**config.mk**
```make
export PLATFORM = sky130hd
export DESIGN_NAME = tagged_xlat_cache
export DESIGN_NICKNAME = d
export VERILOG_FILES = /design/src/rtl/xlat_pkg.sv /design/src/rtl/xlat_match.sv /design/src/rtl/xlat_perm.sv /design/src/rtl/tagged_xlat_cache.sv
export SDC_FILE = /design/constraint.sdc
export NUM_CORES = 2
export LEC_CHECK = 0
export BUFFER_PORTS_ARGS = -buffer_cell sky130_fd_sc_hd__buf_2
export CAP_MARGIN = 20
export CORE_ASPECT_RATIO = 1.4
export CORE_UTILIZATION = 45
export CTS_CLUSTER_DIAMETER = 200
export DETAILED_ROUTE_END_ITERATION = 10
export GPL_TIMING_DRIVEN = 0
export PLACE_DENSITY_LB_ADDON = 0.2
export SLEW_MARGIN = 20
export SYNTH_ARGS = -nofsm -noshare
export SYNTH_HDL_FRONTEND = slang
export SYNTH_SLANG_ARGS = --single-unit
```
**constraint.sdc**
```tcl
create_clock -name clk -period 10.5 [get_ports clk]
set_input_delay 2.625 -clock clk [delete_from_list [all_inputs] [get_ports clk]]
set_output_delay 2.625 -clock clk [all_outputs]
set_load 0.05 [all_outputs]
```
**src/rtl/xlat_pkg.sv**
```systemverilog
package xlat_pkg;
  typedef enum logic [1:0] {
    ACC_RD = 2'd0,
    ACC_WR = 2'd1,
    ACC_EX = 2'd2
  } acc_e;

  typedef enum logic [2:0] {
    FLT_NONE    = 3'd0,
    FLT_RD_MISS = 3'd1,
    FLT_WR_MISS = 3'd2,
    FLT_RO      = 3'd3,
    FLT_NX      = 3'd4
  } flt_e;

  typedef struct packed {
    logic v;
    logic x;
    logic w;
    logic c;
    logic d;
    logic r;
  } pte_flags_t;
endpackage

```
**src/rtl/xlat_match.sv**
```systemverilog
module xlat_match #(
  parameter int ENTRIES = 16,
  parameter int VPN_W   = 20,
  parameter int ASID_W  = 8,
  localparam int IDX_W  = $clog2(ENTRIES)
) (
  input  logic [ENTRIES-1:0]             ent_valid,
  input  logic [ENTRIES-1:0][VPN_W-1:0]  ent_vpn,
  input  logic [ENTRIES-1:0][ASID_W-1:0] ent_tag,
  input  logic [VPN_W-1:0]               look_vpn,
  input  logic [ASID_W-1:0]              look_tag,
  output logic                           any_hit,
  output logic [IDX_W-1:0]               hit_idx
);
  logic [ENTRIES-1:0] eq;

  for (genvar g = 0; g < ENTRIES; g++) begin : g_cmp
    assign eq[g] = ent_valid[g] && (ent_vpn[g] == look_vpn) && (ent_tag[g] == look_tag);
  end

  // lowest matching index wins: scan downward so the last write is the lowest
  always_comb begin
    hit_idx = '0;
    for (int i = ENTRIES - 1; i >= 0; i--) begin
      if (eq[i]) hit_idx = IDX_W'(i);
    end
  end

  assign any_hit = |eq;
endmodule

```
**src/rtl/xlat_perm.sv**
```systemverilog
module xlat_perm
  import xlat_pkg::*;
(
  input  logic       hit,
  input  logic [1:0] acc,
  input  logic       ent_w,
  input  logic       ent_x,
  output flt_e       fault,
  output logic       grant,
  output logic       is_write
);
  always_comb begin
    is_write = (acc == ACC_WR);
    if (!hit)                          fault = is_write ? FLT_WR_MISS : FLT_RD_MISS;
    else if (is_write && !ent_w)       fault = FLT_RO;
    else if (acc == ACC_EX && !ent_x)  fault = FLT_NX;
    else                               fault = FLT_NONE;
    grant = (fault == FLT_NONE);
  end
endmodule

```
**src/rtl/tagged_xlat_cache.sv**
```systemverilog
module tagged_xlat_cache
  import xlat_pkg::*;
#(
  parameter int ENTRIES   = 16,
  parameter int VA_W      = 32,
  parameter int PAGE_BITS = 12,
  parameter int PFN_W     = 20,
  parameter int ASID_W    = 8,
  localparam int VPN_W    = VA_W - PAGE_BITS,
  localparam int PA_W     = PFN_W + PAGE_BITS,
  localparam int IDX_W    = $clog2(ENTRIES)
) (
  input  logic              clk,
  input  logic              rst_n,
  input  logic              ctx_we,
  input  logic [ASID_W-1:0] ctx_id,
  input  logic              req_valid,
  output logic              req_ready,
  input  logic [VA_W-1:0]   req_vaddr,
  input  logic [1:0]        req_type,
  output logic              res_valid,
  input  logic              res_ready,
  output logic              res_hit,
  output logic [2:0]        res_fault,
  output logic [PA_W-1:0]   res_paddr,
  output logic              res_cache,
  output logic              res_was_ref,
  output logic              res_was_dirty,
  input  logic              fill_en,
  input  logic [IDX_W-1:0]  fill_idx,
  input  logic [VPN_W-1:0]  fill_vpn,
  input  logic [PFN_W-1:0]  fill_pfn,
  input  logic              fill_w,
  input  logic              fill_x,
  input  logic              fill_c,
  input  logic              inv_one,
  input  logic [IDX_W-1:0]  inv_idx,
  input  logic              inv_all
);
  logic [ASID_W-1:0]              ctx_q;
  logic [ENTRIES-1:0][VPN_W-1:0]  e_vpn;
  logic [ENTRIES-1:0][PFN_W-1:0]  e_pfn;
  logic [ENTRIES-1:0][ASID_W-1:0] e_tag;
  pte_flags_t [ENTRIES-1:0]       e_flg;
  logic [ENTRIES-1:0]             e_valid;

  logic             any_hit;
  logic [IDX_W-1:0] hit_idx;
  flt_e             fault;
  logic             grant;
  logic             is_write;
  logic             accept;
  pte_flags_t       sel;

  for (genvar g = 0; g < ENTRIES; g++) begin : g_vld
    assign e_valid[g] = e_flg[g].v;
  end

  xlat_match #(.ENTRIES(ENTRIES), .VPN_W(VPN_W), .ASID_W(ASID_W)) u_match (
    .ent_valid (e_valid),
    .ent_vpn   (e_vpn),
    .ent_tag   (e_tag),
    .look_vpn  (req_vaddr[VA_W-1:PAGE_BITS]),
    .look_tag  (ctx_q),
    .any_hit   (any_hit),
    .hit_idx   (hit_idx)
  );

  assign sel = e_flg[hit_idx];

  xlat_perm u_perm (
    .hit      (any_hit),
    .acc      (req_type),
    .ent_w    (sel.w),
    .ent_x    (sel.x),
    .fault    (fault),
    .grant    (grant),
    .is_write (is_write)
  );

  assign req_ready = !res_valid || res_ready;
  assign accept    = req_valid && req_ready;

  always_ff @(posedge clk) begin
    if (!rst_n) ctx_q <= '0;
    else if (ctx_we) ctx_q <= ctx_id;
  end

  // entry storage; precedence: invalidate-all, fill, single invalidate, flag update
  always_ff @(posedge clk) begin
    if (!rst_n) begin
      e_flg <= '0;
      e_vpn <= '0;
      e_pfn <= '0;
      e_tag <= '0;
    end else begin
      for (int i = 0; i < ENTRIES; i++) begin
        if (inv_all) begin
          e_flg[i].v <= 1'b0;
        end else if (fill_en && fill_idx == IDX_W'(i)) begin
          e_vpn[i] <= fill_vpn;
          e_pfn[i] <= fill_pfn;
          e_tag[i] <= ctx_q;
          e_flg[i] <= '{v: 1'b1, x: fill_x, w: fill_w, c: fill_c, d: 1'b0, r: 1'b0};
        end else if (inv_one && inv_idx == IDX_W'(i)) begin
          e_flg[i].v <= 1'b0;
        end else if (accept && grant && hit_idx == IDX_W'(i)) begin
          e_flg[i].r <= 1'b1;
          if (is_write) e_flg[i].d <= 1'b1;
        end
      end
    end
  end

  always_ff @(posedge clk) begin
    if (!rst_n) begin
      res_valid     <= 1'b0;
      res_hit       <= 1'b0;
      res_fault     <= FLT_NONE;
      res_paddr     <= '0;
      res_cache     <= 1'b0;
      res_was_ref   <= 1'b0;
      res_was_dirty <= 1'b0;
    end else if (accept) begin
      res_valid     <= 1'b1;
      res_hit       <= grant;
      res_fault     <= fault;
      res_paddr     <= {(grant ? e_pfn[hit_idx] : PFN_W'(0)), req_vaddr[PAGE_BITS-1:0]};
      res_cache     <= grant && sel.c;
      res_was_ref   <= any_hit && sel.r;
      res_was_dirty <= any_hit && sel.d;
    end else if (res_ready) begin
      res_valid <= 1'b0;
    end
  end
endmodule

```
==> impl_metrics.py <==
metrics = {
    "timing": {
        "worst_pin_slew_ns": 1.34,
        "fin_crit_sh_pct": 80.1,
        "hold_violations": 0,
        "maxSlewViolCount": 0,
        "fmax_mhz": 119,
        "min_period_ns": 8.41,
        "finalSetupViolations": 0,
        "fin_tns_setup_ns": 0,
        "rsz0062_at_grt": "no",
        "slew_headroom_pct": 10.3,
        "holdWs_ns": 0.444,
        "fin_skew_ns": 0.0408,
    },
    "cts": {
        "clkTransAtPathRegs_ns": 0.06,
        "ctsResizeCount": 0,
        "cts_tree": "done",
        "worstSkewPairLatency_ns": 0.73,
        "h-tree-depth": 3,
        "cts_buffer_depth": 3,
        "cts-buffers-inserted": 94,
        "ctsHoldBuffers": 0,
        "cts_sinks": 912,
        "cts_root_buf": "clkbuf_16",
        "cts_setup_buffers": 0,
    },
    "floorplanning": {
        "die_x_um": 270,
        "initial_utilization_pct": 45.4,
        "core-area_mm2": 0.0996,
        "rows": 137,
        "die_area_mm2": 0.102,
        "die_y_um": 377,
        "ioPinCount": 142,
    },
    "hold_path": {
        "holdCritPathClass": "reg2reg",
        "hp-start": "res_paddr[21]",
    },
    "route": {
        "num_vias": 42505,
        "via_per_inst": 5.85,
        "drt_first_pass_iters": 6,
        "wl_per_cell_um": 28.1,
        "drc": 0,
        "drt_iter0_drc": 4195,
        "routed_wl_mm": 204,
        "drt.antenna.violating_nets": 0,
    },
    "synth": {
        "netlist_area_mm2": 0.0452,
        "synth_edf_count": 0,
        "yosysSeqAreaShare_pct": 40.4,
        "synth.area.top_cells": "dfxtp_1 (40%), nand2_1 (15%), a21boi_0 (14%)",
        "synth.avg_cell_area_um2": 7.96,
        "synth-main-ff-cell": "dfxtp_1",
        "syn-num-nets": 5780,
        "synthArstFlopShare_pct": 0,
        "synth_cell_type_count": 75,
        "netlist_top_cells_count": "nand2_1 (1,819), dfxtp_1 (912), a21boi_0 (829)",
        "syn_inst": 5679,
        "synth.most_common_cell": "nand2_1",
        "synth_top_cell_area_share_pct": 40.4,
        "yosys_warnings": 0,
        "yosysTopAreaCell": "dfxtp_1",
        "yosys_register_bits": 912,
    },
    "layout": {
        "fin_area_mm2": 0.0508,
        "fill_cells": 9814,
        "drive_above_1_share_pct": 7.72,
        "nNetsFinal": 5959,
        "area_delta_synth_final_pct": 12.4,
    },
    "global_route": {
        "grt_pass1_wl_mm": 287,
        "grt_pass1_vias": 39596,
        "grt-ovfl-total": 0,
        "grt_max_degree": 15,
        "grt_use_total_pct": 39.2,
        "antenna_found_initial": 10,
    },
    "status": {
        "status": "finished clean",
    },
    "critical_path": {
        "start_kind": "input port",
        "arrival_ns": 9.00,
        "crit_type": "in2reg",
        "worst_setup_path_end_kind": "register",
        "regToRegSetupSlack_ns": 3.57,
        "reg2reg_from": "ctx_q[5]",
        "crit_path_start": "req_vaddr[23]",
        "cp_max_fo": 10,
        "r2r-end": "res_paddr[21]",
        "reg2regPathDepth": 17,
        "crit_end": "res_paddr[21]",
        "required_ns": 11.10,
    },
    "placed_design": {
        "hpwl_mm": 154,
        "placed_area_mm2": 0.0474,
        "io_buffers": 75,
        "routabilityCongestion": 1.02,
    },
    "power": {
        "power_density_mw_per_mm2": 156,
        "vdd_drop_max_mv": 0.140,
        "leakage_nw": 16.2,
    },
    "job": {
        "cap_violations": 0,
    },
}
## cell families (layout without fill, tap and decap cells)
family | after synthesis | in the layout | synth area share (%)
AND/OR/NAND/NOR | 2446 | 2446 | 23.3
AO/OA/AOI/OAI | 1145 | 1145 | 18.2
flip-flops | 912 | 912 | 40.4
buffers and inverters | 557 | 814 | 5.40
XOR/XNOR | 441 | 441 | 8.66
multiplexers | 178 | 178 | 4.08
other | 0 | 9 | 0
## per-layer routing
metal,GRT usage (%),vias up,wire (µm)
li1,-,19334,-
met1,44.3,20295,75200
met2,63.9,2146,93400
met3,7.46,724,16300
met4,33.2,6,19600
met5,0,-,40
## registers in the layout, summed over array words and instances (netlist names)
name	count
e_tag	128
res_was_dirty	1
res_hit	1
res_valid	1
res_was_ref	1
res_fault	3
e_flg	96
e_vpn	320
ctx_q	8
res_paddr	32
e_pfn	320
res_cache	1
## metrics by stage
step	setup slack (ns)	cells	utilization, %	power (W)
floorplan	4.55	5679	-	0.00394
global placement	1.11	7074	47.4	0.00422
detailed placement	1.63	7082	47.6	0.00422
CTS	2.35	7256	51.0	0.00789
global route	1.96	7258	51.0	0.00807
finish	2.09	7265	51.0	0.00791
## final cells by class
class / count / area [µm²] / area share [%]
diodes: 9 / 22.5 / 0.0443
plain buffers: 512 / 2290 / 4.50
clock buffers: 131 / 2810 / 5.52
clock inverters: 43 / 587 / 1.15
inverters: 45 / 169 / 0.332
multi-input cells: 4210 / 24600 / 48.4
flip-flops and latches: 912 / 18300 / 35.9
well taps: 1320 / 1650 / 3.25
repair buffers: 83 / 443 / 0.872
## report_power, final
part,internal (W),switching [W]
Clock,0.00219,0.00156
Sequential,0.00348,0.0000167
Combinational,0.000186,0.000477
Total,0.00586,0.00205
## worst min-delay path by stage
stage	end	depth (start not counted)
2_1_floorplan	e_flg[12]	2
3_3_place_gp	res_paddr[23]	2
3_5_place_dp	res_paddr[28]	2
4_1_cts	res_paddr[28]	2
5_1_grt	res_paddr[22]	2
6_report	res_paddr[21]	2
## worst max-delay path, cell delays in order
cell and delay [ns]:
buf_2 0.41, buf_2 0.61, xor2_1 0.14, nor4_1 0.48, nand4_1 0.64, and2_1 0.42
o211ai_1 0.18, a21o_1 0.17, clkbuf_1 0.57, clkbuf_1 0.82, clkbuf_1 0.79, nand3_1 0.27
a21oi_1 0.54, a21oi_1 0.08, o221ai_1 0.11, o21ai_1 0.08
## placed cells by master (no fill, tap or decap), types with 19 or more instances in the layout
master,count
nand2_1,1819
mux2i_1,127
nor4_1,61
a21oi_1,74
nand3_1,122
nand2b_1,28
clkbuf_8,23
xor2_1,91
buf_2,108
buf_6,28
o211ai_1,27
nor2_1,68
nand4_1,187
o21ai_1,35
buf_4,36
dfxtp_1,912
mux2_2,51
o21ai_0,77
a21boi_0,829
or2_2,19
clkbuf_16,98
xnor2_1,343
inv_1,45
clkbuf_1,413
Power figures use the tool's default switching activity.
